[config.mk]
export PLATFORM = sky130hd
export DESIGN_NAME = csma_tx_seq
export DESIGN_NICKNAME = d
export VERILOG_FILES = /design/src/rtl/csma_pkg.sv /design/src/rtl/csma_tick_timer.sv /design/src/rtl/csma_prbs.sv /design/src/rtl/csma_cfg_chk.sv /design/src/rtl/csma_tx_seq.sv
export SDC_FILE = /design/constraint.sdc
export NUM_CORES = 1
export LEC_CHECK = 0
export ABC_AREA = 1
export BUFFER_PORTS_ARGS = -buffer_cell sky130_fd_sc_hd__buf_4
export CORE_MARGIN = 1.5
export CORE_UTILIZATION = 25
export DETAILED_ROUTE_END_ITERATION = 8
export PLACE_DENSITY = 0.51
export SYNTH_ARGS = -nofsm -noshare
export SYNTH_HDL_FRONTEND = slang
export SYNTH_SLANG_ARGS = --single-unit
[constraint.sdc]
create_clock -name clk_i -period 4.9 [get_ports clk_i]
set_input_delay 0 -clock clk_i [delete_from_list [all_inputs] [get_ports clk_i]]
set_output_delay 0 -clock clk_i [all_outputs]
set_load 0.05 [all_outputs]
[src/rtl/csma_pkg.sv]
package csma_pkg;
  typedef enum logic [2:0] {
    PH_IDLE    = 3'd0,
    PH_DELAY   = 3'd1,
    PH_BACKOFF = 3'd2,
    PH_CCA     = 3'd3,
    PH_TX      = 3'd4,
    PH_ACK     = 3'd5,
    PH_RXHOLD  = 3'd6
  } phase_e;

  typedef enum logic [2:0] {
    RES_OK       = 3'd0,
    RES_OK_PEND  = 3'd1,
    RES_FAIL_CCA = 3'd2,
    RES_NO_ACK   = 3'd3,
    RES_BAD_CFG  = 3'd4
  } result_e;

  localparam int          PRBS_W     = 16;
  localparam logic [2:0]  CCA_OFF    = 3'd7;
  localparam logic [2:0]  CCA_BADLIM = 3'd6;
endpackage

[src/rtl/csma_tick_timer.sv]
module csma_tick_timer #(
  parameter int CNT_W = 17
) (
  input  logic             clk_i,
  input  logic             rst_ni,
  input  logic             tick_i,
  input  logic             load_i,
  input  logic [CNT_W-1:0] load_val_i,
  output logic             expired_o
);
  logic [CNT_W-1:0] cnt_q;

  assign expired_o = (cnt_q == '0) || (tick_i && cnt_q == CNT_W'(1));

  always_ff @(posedge clk_i or negedge rst_ni) begin
    if (!rst_ni)                     cnt_q <= '0;
    else if (load_i)                 cnt_q <= load_val_i;
    else if (tick_i && cnt_q != '0)  cnt_q <= cnt_q - CNT_W'(1);
  end
endmodule

[src/rtl/csma_prbs.sv]
module csma_prbs
  import csma_pkg::*;
#(
  parameter logic [PRBS_W-1:0] SEED = 16'hACE1
) (
  input  logic              clk_i,
  input  logic              rst_ni,
  input  logic              step_i,
  output logic [PRBS_W-1:0] state_o
);
  logic [PRBS_W-1:0] lfsr_q;
  logic              fb;

  // taps 16,14,13,11
  assign fb      = lfsr_q[15] ^ lfsr_q[13] ^ lfsr_q[12] ^ lfsr_q[10];
  assign state_o = lfsr_q;

  always_ff @(posedge clk_i or negedge rst_ni) begin
    if (!rst_ni)     lfsr_q <= SEED;
    else if (step_i) lfsr_q <= {lfsr_q[PRBS_W-2:0], fb};
  end
endmodule

[src/rtl/csma_cfg_chk.sv]
module csma_cfg_chk
  import csma_pkg::*;
#(
  parameter int BE_W  = 4,
  parameter int BE_LO = 3,
  parameter int BE_HI = 8
) (
  input  logic [BE_W-1:0] min_be_i,
  input  logic [BE_W-1:0] max_be_i,
  input  logic [2:0]      cca_limit_i,
  output logic            bad_o
);
  logic be_bad;

  assign be_bad = (max_be_i < BE_W'(BE_LO)) || (max_be_i > BE_W'(BE_HI)) ||
                  (min_be_i > max_be_i);
  assign bad_o  = (cca_limit_i == CCA_BADLIM) || ((cca_limit_i != CCA_OFF) && be_bad);
endmodule

[src/rtl/csma_tx_seq.sv]
module csma_tx_seq
  import csma_pkg::*;
#(
  parameter int                DLY_W       = 8,
  parameter int                BE_W        = 4,
  parameter int                FRM_W       = 4,
  parameter int                BE_LO       = 3,
  parameter int                BE_HI       = 8,
  parameter int                BO_US       = 320,
  parameter int                CCA_US      = 128,
  parameter int                ACK_US      = 864,
  parameter int                ACK_REQ_BIT = 5,
  parameter logic [PRBS_W-1:0] PRBS_SEED   = 16'hACE1
) (
  input  logic             clk_i,
  input  logic             rst_ni,
  input  logic             us_tick_i,
  input  logic             start_i,
  input  logic             abort_i,
  input  logic [DLY_W-1:0] dly_base_i,
  input  logic [DLY_W-1:0] dly_ext_i,
  input  logic [BE_W-1:0]  min_be_i,
  input  logic [BE_W-1:0]  max_be_i,
  input  logic [2:0]       cca_limit_i,
  input  logic [FRM_W-1:0] frame_limit_i,
  input  logic             turnaround_i,
  input  logic [7:0]       tx_fcf_hi_i,
  input  logic [7:0]       tx_seq_i,
  input  logic             cca_busy_i,
  input  logic             tx_done_i,
  input  logic             ack_valid_i,
  input  logic [7:0]       ack_seq_i,
  input  logic             ack_pend_i,
  output logic             cca_en_o,
  output logic             tx_start_o,
  output logic             rx_en_o,
  output logic [2:0]       phase_o,
  output logic             done_o,
  output logic [2:0]       status_o
);
  localparam int BO_MAX = BO_US * ((1 << BE_HI) - 1);
  localparam int DLY_MAX = 2 * ((1 << DLY_W) - 1);
  localparam int T_MAX_A = (BO_MAX > ACK_US) ? BO_MAX : ACK_US;
  localparam int T_MAX_B = (T_MAX_A > CCA_US) ? T_MAX_A : CCA_US;
  localparam int T_MAX = (T_MAX_B > DLY_MAX) ? T_MAX_B : DLY_MAX;
  localparam int CNT_W = $clog2(T_MAX + 1);

  phase_e            ph_q, ph_d;
  logic [2:0]        nb_q, nb_d;
  logic [BE_W-1:0]   be_q, be_d, be_inc, be_draw;
  logic [FRM_W-1:0]  frm_q, frm_d;
  logic              done_q, tx_start_q;
  logic [2:0]        status_q;

  logic              tmr_load, tmr_exp;
  logic [CNT_W-1:0]  tmr_val, bo_ticks, dly_ticks;
  logic              prbs_step;
  logic [PRBS_W-1:0] prbs_state, be_mask, draw;
  logic              cfg_bad, bypass;
  logic              go_bo, go_tx, retry, fin;
  result_e           fin_code;
  logic              ack_match;

  csma_tick_timer #(.CNT_W(CNT_W)) u_timer (
    .clk_i     (clk_i),
    .rst_ni    (rst_ni),
    .tick_i    (us_tick_i),
    .load_i    (tmr_load && !abort_i),
    .load_val_i(tmr_val),
    .expired_o (tmr_exp)
  );

  csma_prbs #(.SEED(PRBS_SEED)) u_prbs (
    .clk_i  (clk_i),
    .rst_ni (rst_ni),
    .step_i (prbs_step && !abort_i),
    .state_o(prbs_state)
  );

  csma_cfg_chk #(.BE_W(BE_W), .BE_LO(BE_LO), .BE_HI(BE_HI)) u_cfg (
    .min_be_i   (min_be_i),
    .max_be_i   (max_be_i),
    .cca_limit_i(cca_limit_i),
    .bad_o      (cfg_bad)
  );

  assign bypass    = (cca_limit_i == CCA_OFF);
  assign be_inc    = (be_q >= max_be_i) ? max_be_i : be_q + BE_W'(1);
  assign ack_match = ack_valid_i && (ack_seq_i == tx_seq_i);
  assign be_mask   = (PRBS_W'(1) << be_draw) - PRBS_W'(1);
  assign draw      = prbs_state & be_mask;
  assign bo_ticks  = CNT_W'(draw) * CNT_W'(BO_US);
  assign dly_ticks = CNT_W'({1'b0, dly_base_i} + {1'b0, dly_ext_i});

  always_comb begin
    ph_d      = ph_q;
    nb_d      = nb_q;
    be_d      = be_q;
    frm_d     = frm_q;
    tmr_load  = 1'b0;
    tmr_val   = '0;
    prbs_step = 1'b0;
    be_draw   = min_be_i;
    go_bo     = 1'b0;
    go_tx     = 1'b0;
    retry     = 1'b0;
    fin       = 1'b0;
    fin_code  = RES_OK;

    unique case (ph_q)
      PH_IDLE: if (start_i) begin
        if (cfg_bad) begin
          fin      = 1'b1;
          fin_code = RES_BAD_CFG;
        end else begin
          ph_d     = PH_DELAY;
          tmr_load = 1'b1;
          tmr_val  = dly_ticks;
          frm_d    = '0;
        end
      end
      PH_DELAY: if (tmr_exp) retry = 1'b1;
      PH_BACKOFF: if (tmr_exp) begin
        ph_d     = PH_CCA;
        tmr_load = 1'b1;
        tmr_val  = CNT_W'(CCA_US);
      end
      PH_CCA: if (tmr_exp) begin
        if (!cca_busy_i) go_tx = 1'b1;
        else if (nb_q == cca_limit_i) begin
          fin      = 1'b1;
          fin_code = RES_FAIL_CCA;
        end else begin
          nb_d    = nb_q + 3'd1;
          be_draw = be_inc;
          go_bo   = 1'b1;
        end
      end
      PH_TX: if (tx_done_i) begin
        if (tx_fcf_hi_i[ACK_REQ_BIT]) begin
          ph_d     = PH_ACK;
          tmr_load = 1'b1;
          tmr_val  = CNT_W'(ACK_US);
        end else begin
          fin = 1'b1;
        end
      end
      PH_ACK: begin
        if (ack_match) begin
          fin      = 1'b1;
          fin_code = ack_pend_i ? RES_OK_PEND : RES_OK;
        end else if (ack_valid_i || tmr_exp) begin
          if (frm_q == frame_limit_i) begin
            fin      = 1'b1;
            fin_code = RES_NO_ACK;
          end else begin
            frm_d = frm_q + FRM_W'(1);
            retry = 1'b1;
          end
        end
      end
      default: ;
    endcase

    // new channel-access attempt
    if (retry) begin
      nb_d = '0;
      if (bypass) go_tx = 1'b1;
      else begin
        be_draw = min_be_i;
        go_bo   = 1'b1;
      end
    end
    if (go_bo) begin
      ph_d      = PH_BACKOFF;
      be_d      = be_draw;
      tmr_load  = 1'b1;
      tmr_val   = bo_ticks;
      prbs_step = 1'b1;
    end
    if (go_tx) ph_d = PH_TX;
    if (fin) begin
      ph_d = (fin_code == RES_OK_PEND || (turnaround_i && fin_code != RES_BAD_CFG))
             ? PH_RXHOLD : PH_IDLE;
    end
  end

  always_ff @(posedge clk_i or negedge rst_ni) begin
    if (!rst_ni) begin
      ph_q       <= PH_IDLE;
      nb_q       <= '0;
      be_q       <= '0;
      frm_q      <= '0;
      done_q     <= 1'b0;
      tx_start_q <= 1'b0;
      status_q   <= RES_OK;
    end else if (abort_i) begin
      ph_q       <= PH_IDLE;
      done_q     <= 1'b0;
      tx_start_q <= 1'b0;
    end else begin
      ph_q       <= ph_d;
      nb_q       <= nb_d;
      be_q       <= be_d;
      frm_q      <= frm_d;
      done_q     <= fin;
      tx_start_q <= go_tx;
      if (fin) status_q <= fin_code;
    end
  end

  assign phase_o    = ph_q;
  assign cca_en_o   = (ph_q == PH_CCA);
  assign rx_en_o    = (ph_q == PH_ACK) || (ph_q == PH_RXHOLD);
  assign done_o     = done_q;
  assign tx_start_o = tx_start_q;
  assign status_o   = status_q;
endmodule

* After elaboration in Yosys (flattened, before gate mapping)
Index checks and enable logic that the tools add are counted.
** Storage, ports and cells
- Memories :: 0
- Bits in latches :: 0
- ROM bits :: 0
- Flip-flop bits (word level) :: 52
- Output and inout port bits :: 10
- RAM bits :: 0
- Logic and storage cells :: 165
- Input bits :: 65
** Cells by class
- Add/sub/neg operators :: 6
- Multiply operators :: 1
- Order comparisons :: 4
- Muxes and demuxes :: 84
- Shifts and indexed selects :: 1
- Divide/modulo/power cells :: 0
- Equal/unequal tests :: 26
- Bitwise operators :: 5
- Reduce and logical (&&, ||, !) cells :: 29
** Operator list (number)
- 17-bit two-way mux :: 3
- 3-bit two-way mux :: 17
- 4-bit two-way mux :: 12
- 1-bit two-way mux :: 34
- 6-bit inequality test (second input constant) :: 5
- 10-bit case mux with 3 select lines :: 1
- 10-bit two-way mux :: 2
- 9-bit two-way mux :: 2
- 3-bit case mux with 3 select lines :: 2
- 17-bit by 1-bit == test with 1-bit output (second input constant) :: 1
- 17-bit zero test :: 1
- 17-bit nonzero test :: 1
- 17-bit by 1-bit subtractor with 17-bit output (second input constant) :: 1
- 16-bit bitwise AND :: 1
- 16-bit by 3-bit multiplier with 11-bit output (second input constant) :: 1
- 1-bit by 4-bit left shift with 16-bit output (first input constant) :: 1
- 16-bit by 2-bit subtractor with 16-bit output (second input constant) :: 1
- 3-bit == test (second input constant) :: 5
- 2-bit two-way mux :: 6
- 2-bit inequality test (second input constant) :: 6
- 2-bit nonzero test :: 5
- 8-bit by 8-bit adder with 9-bit output :: 1
- 4-bit by 1-bit adder with 4-bit output (second input constant) :: 2
- 8-bit == test :: 1
- 26 further kinds :: 44

* Logic depth before layout (Yosys ltp)
- Word-level depth :: 14
- Mapped depth :: 36
- Depth with buffers taken out :: 36

* Modules after synthesis
From an unflattened synthesis, not the netlist that was laid out.
** Second synthesis, totals
- Cells, all modules :: 724
- Area total of the unflattened synthesis :: 4904.7 µm²
** Modules (own cells, without submodules)
- csma_tx_seq :: seq. area each 475.5 µm², area each 2653.8 µm², cells each 418, times used 1
- csma_tick_timer :: seq. area each 425.4 µm², area each 1382.6 µm², cells each 201, times used 1
- csma_prbs :: seq. area each 410.4 µm², area each 714.4 µm², cells each 76, times used 1
- csma_cfg_chk :: seq. area each 0.0 µm², area each 153.9 µm², cells each 29, times used 1

* Worst setup path after synthesis
OpenSTA, ideal clock, no wires.
- Path type :: register -> register
- From :: reg ph_q[0] (netlist: phase_o[0])
- To :: reg u_timer.cnt_q[16]
- Buffers on the path :: 0
- Required time :: 4827 ps
- Setup slack :: 243 ps
- Setup time :: 73 ps
- Clock period less this slack :: 4657 ps
- Arrival :: 4584 ps
- Stages on the path, launching flop included :: 29
- Cells stage by stage :: dfrtp_1 > nand2_1 > nor2_2 > nand3_2 > nor2_4 > nand2_2 > nand2_4 > inv_2 > nor2_1 > nand2_1 > ha_1 > inv_1 > nor2_2 > o21ai_0 > a21oi_1 > ha_1 > ha_1 > a21o_1 > a31oi_1 > nor2_1 > nor2_1 > o21bai_1 > nand2_1 > nand2_1 > a21oi_1 > nand4_1 > nand3_1 > nand3_1 > a21oi_2
** Between the ends
- Word-level cells in the longest chain between the ends :: 10
- Elaborated cells between the ends (all ways) :: 23
- Classes of those cells :: 1 x add/sub; 1 x mul; 5 x eq/ne; 1 x shift; 11 x mux; 1 x bitwise; 3 x reduce/logical
** Ends and longest elaborated chain
- start, declared :: line csma_tx_seq.sv:48 : phase_e ph_q, ph_d;
- start signal, assigned :: line csma_tx_seq.sv:202 : ph_q <= ph_d;
- 3-bit by 2-bit == test with 1-bit output *
- named net cca_en_o :: line csma_tx_seq.sv:34 : output logic cca_en_o,
- 4-bit two-way mux :: line csma_tx_seq.sv:110 : unique case (ph_q)
- 4-bit two-way mux :: line csma_tx_seq.sv:168 : if (bypass) go_tx = 1'b1;
- 4-bit two-way mux :: line csma_tx_seq.sv:166 : if (retry) begin
- 1-bit by 4-bit left shift with 16-bit output :: line csma_tx_seq.sv:90 : assign be_mask = (PRBS_W'(1) << be_draw) - PRBS_W'(1);
- 16-bit by 2-bit subtractor with 16-bit output :: line csma_tx_seq.sv:90
- 16-bit bitwise AND :: line csma_tx_seq.sv:91 : assign draw = prbs_state & be_mask;
- 16-bit by 3-bit multiplier with 11-bit output :: line csma_tx_seq.sv:92 : assign bo_ticks = CNT_W'(draw) * CNT_W'(BO_US);
- 17-bit two-way mux :: line csma_tx_seq.sv:174 : if (go_bo) begin
- 17-bit two-way mux :: line csma_tick_timer.sv:17 : else if (load_i) cnt_q <= load_val_i;
- end signal, assigned :: line csma_tick_timer.sv:17
- end signal, assigned :: line csma_tick_timer.sv:18 : else if (tick_i && cnt_q != '0) cnt_q <= cnt_q - CNT_W'(1);
- end, declared :: line csma_tick_timer.sv:11 : logic [CNT_W-1:0] cnt_q;
The timed path passes the listed nets; every way through them passes the cells marked *.
A chain may end at the register's enable or synchronous reset.

* Final worst setup path
- From :: reg u_timer.cnt_q[0]
- To :: reg u_timer.cnt_q[16]
** Between the ends
- Word-level cells in the longest chain between the ends :: 14
- Elaborated cells between the ends (all ways) :: 31
- Classes of those cells :: 2 x add/sub; 1 x mul; 1 x eq/ne; 1 x shift; 17 x mux; 1 x bitwise; 8 x reduce/logical
** Ends and longest elaborated chain
- 17-bit by 1-bit == test with 1-bit output :: line csma_tick_timer.sv:13 : assign expired_o = (cnt_q == '0) || (tick_i && cnt_q == CNT_W'(1));
- 1-bit logical AND :: line csma_tick_timer.sv:13
- 1-bit logical OR :: line csma_tick_timer.sv:13
- 1-bit logical OR :: line csma_tx_seq.sv:152 : end else if (ack_valid_i || tmr_exp) begin
- 1-bit two-way mux :: line csma_tx_seq.sv:152
- 1-bit two-way mux :: line csma_tx_seq.sv:149 : if (ack_match) begin
- 1-bit case mux with 2 select lines :: line csma_tx_seq.sv:110
- 4-bit two-way mux :: line csma_tx_seq.sv:166
- 1-bit by 4-bit left shift with 16-bit output :: line csma_tx_seq.sv:90
- 16-bit by 2-bit subtractor with 16-bit output :: line csma_tx_seq.sv:90
- 16-bit bitwise AND :: line csma_tx_seq.sv:91
- 16-bit by 3-bit multiplier with 11-bit output :: line csma_tx_seq.sv:92
- 17-bit two-way mux :: line csma_tx_seq.sv:174
- 17-bit two-way mux :: line csma_tick_timer.sv:17
Parallel ways exist; a longest one is shown, timed or not. The select of a mux whose other input is x is not followed.

==> run summary <==
Status - finished clean
Critical Path End Type - register
Syn Area/Cell - 7.25 sq um
Initial antenna violation count - 0
Core area - 0.0179 sq mm
Filler cells - 1959
Clock Tree Buf Depth - 2
Die Height - 138 um
Gr usage total - 13.3%
Inserted Clock Buffers - 5
First-pass GRT wire length - 19700 um
Post-synth net total - 731
Hold Path Depth - 4
Most Frequent Cell on Critical Path - ha_1
Fraction of layout cells with a size suffix above 1 - 20.8%
Setup TNS - 0 ns
Starting Density - 25.3%
DP HPWL - 9240 um
Vias in the first global route - 4171
Synth async-reset ratio - 100%
Distinct cells, synth - 50
Critical Path Start Type - register
Cells after synthesis - 626
R2R depth - 32
Non-Filler Instances - 927
H-Tree Depth - 2
Worst-Skew Late Latency - 0.30 ns
Post-Route Utilization - 31.0%
Final Net Count - 802
Pleak - 2.77 nW
EDFF count, synth - 0
Total Power - 0.00188 W
IO buf count - 67
Sequential element share of the synthesized area - 28.9%
CTS clk-pin slew, worst paths - 0.07 ns
Hold WS - 0.0399 ns
Clock Sinks - 52
Die area - 0.0190 sq mm
Drt initial violations - 194
Post-Route WL - 11800 um
Yosys warning total - 0
Largest net degree at the start of global routing - 53
FP Rows - 49
Layout area overhead - 22.2%
Die X - 138 um
Total power per unit cell area - 340 mW/mm^2
Clock root buffer master - clkbuf_16
Crit-path max cell delay - 0.40 ns
Hold Path Class - input pin to register
Vias per cell - 4.52
Worst slew pin tran - 0.771 ns
# DRC - 0
Placed cell count - 915
# diodes - 0
Post-DRT Antenna Nets - 0
Final Hold Fails - 0
GRT Residual Overflow - 0
Count of final setup violators - 0
I/O pin total - 75
Max rail drop VDD - 0.165 mV
FMAX - 222 MHz
Primary FF master, synth - dfrtp_1
Final Critical Period - 4.50 ns
Data arrival, critical path - 4.73 ns
Post-DR wirelength/cell - 12.7 um
Critical Path RT - 5.14 ns
Final worst path period share - 91.7%
Slew margin rel. - 48.5%
#FFs+latches synth - 52
Slew Limit Fails - 0
TritonCTS clock tree - built
CP max stage cell - dfrtp_1
CP max FO - 10
Max Cap Viol - 0
Crit Path Category - register to register
Via count - 4188
1st-pass router iterations - 4
GPL Wtd Cong - 0.829
Clk_skew - 0.00568 ns
Post-Syn Area - 0.00454 sq mm
[placed cells by master (no fill, tap or decap), types with 8 or more instances in the layout]
cell type | Yosys | final
a21oi_1 | 29 | 28
buf_4 | 2 | 73
dfrtp_1 | 44 | 44
dfstp_2 | 8 | 8
ha_1 | 38 | 37
inv_1 | 74 | 71
inv_2 | 5 | 8
nand2_1 | 152 | 150
nand3_1 | 28 | 27
nand4_1 | 17 | 17
nor2_1 | 53 | 49
nor2_2 | 8 | 10
nor3_1 | 10 | 9
o21ai_0 | 42 | 40
o21ai_1 | 8 | 9
xnor2_1 | 17 | 16
xor2_1 | 21 | 21
[worst paths after layout]
kind / to / slack [ns] / start
worst max-delay path: u_timer.cnt_q[16] / 0.40 / u_timer.cnt_q[0]
worst min-delay path: tx_start_o / 0.04 / cca_busy_i
worst max register to register: u_timer.cnt_q[16] / 0.40 / u_timer.cnt_q[0]
worst min register to register: u_prbs.state_o[11] / 0.47 / u_prbs.state_o[11]
max in group asynchronous: done_o / 4.14 / rst_ni
min in group asynchronous: u_prbs.state_o[14] / 0.30 / rst_ni
[repair_timing]
item	CTS	global route
endpoints found under the setup margin	0	4
endpoints found under the hold margin	46	0
setup buffers	0	2
hold buffers	2	0
resized for setup	0	24
[report_power, final]
part           switching (W)  internal, W  leakage, nW  total, W
Combinational       0.000543     0.000343         2.07  0.000886
Clock               0.000165     0.000205       0.0712  0.000370
Sequential          0.000102     0.000525        0.635  0.000627
Total               0.000810      0.00107         2.77   0.00188
[Yosys cell counts, types with 3 or more instances]
library cell  instances  area [sq um]
o21ai_1               8          40.0
nor2_4                4          45.0
buf_2                 4          20.0
a21oi_1              29           145
nand2_1             152           571
nor2_2                8          50.1
dfstp_2               8           210
o22ai_1               5          31.3
inv_1                74           278
nor3b_1               3          22.5
xnor2_1              17           149
nor4_1                4          25.0
buf_6                 3          33.8
nand2_2               4          25.0
nor3_1               10          50.1
nor2_1               53           199
o21bai_1              4          30.0
nand3_2               3          30.0
inv_2                 5          18.8
dfrtp_1              44          1100
ha_1                 38           475
a31oi_1               4          25.0
o21ai_0              42           210
nand4_1              17           106
xor2_1               21           184
nand3_1              28           140
[critical path, delay by kind of cell (launching register included)]
kind,cells,cell delay [ns]
adder cells (fa/ha/maj),4,0.97
AND/OR/NAND/NOR,17,1.73
flip-flops,1,0.40
buffers and inverters,4,0.35
AO/OA/AOI/OAI,7,1.01
[registers in the layout, summed over array words and instances, names as in the netlist]
signal	cells
status_o	3
be_q	4
done_o	1
phase_o	3
tx_start_o	1
u_prbs.state_o	16
u_timer.cnt_q	17
frm_q	4
nb_q	3
[layout make-up]
cell class | count | area [sq um] | share of cell area (%)
Multi-Input combinational cell | 484 | 2940 | 53.0
Tap cell | 229 | 287 | 5.17
Sequential cell | 52 | 1310 | 23.6
Clock buffer | 8 | 146 | 2.64
Timing Repair Buffer | 75 | 568 | 10.2
Inverter | 79 | 297 | 5.35
[metal layers]
metal	global-route usage, %	routed length (um)
met1	17.1	5650
met2	21.8	5490
met3	3.05	435
met4	4.51	191
met5	0	0
[cells by family (layout without fill, tap and decap cells)]
family / Yosys count / count (layout) / synth area share, %
buf+inv: 90 / 162 / 8.22
compound gates: 109 / 109 / 14.1
fa+ha+maj: 40 / 40 / 11.4
simple gates: 297 / 297 / 30.1
xor+xnor: 38 / 38 / 7.33
flops: 52 / 52 / 28.9
[per-stage QoR]
stage,worst slack (ns),area (sq um)
3_5_place_dp,0.174,5280
6_report,0.404,5550
4_1_cts,0.144,5450
2_1_floorplan,0.243,4540
3_3_place_gp,0.237,5280
5_1_grt,-0.0222,5550
Power figures use the tool's default switching activity.
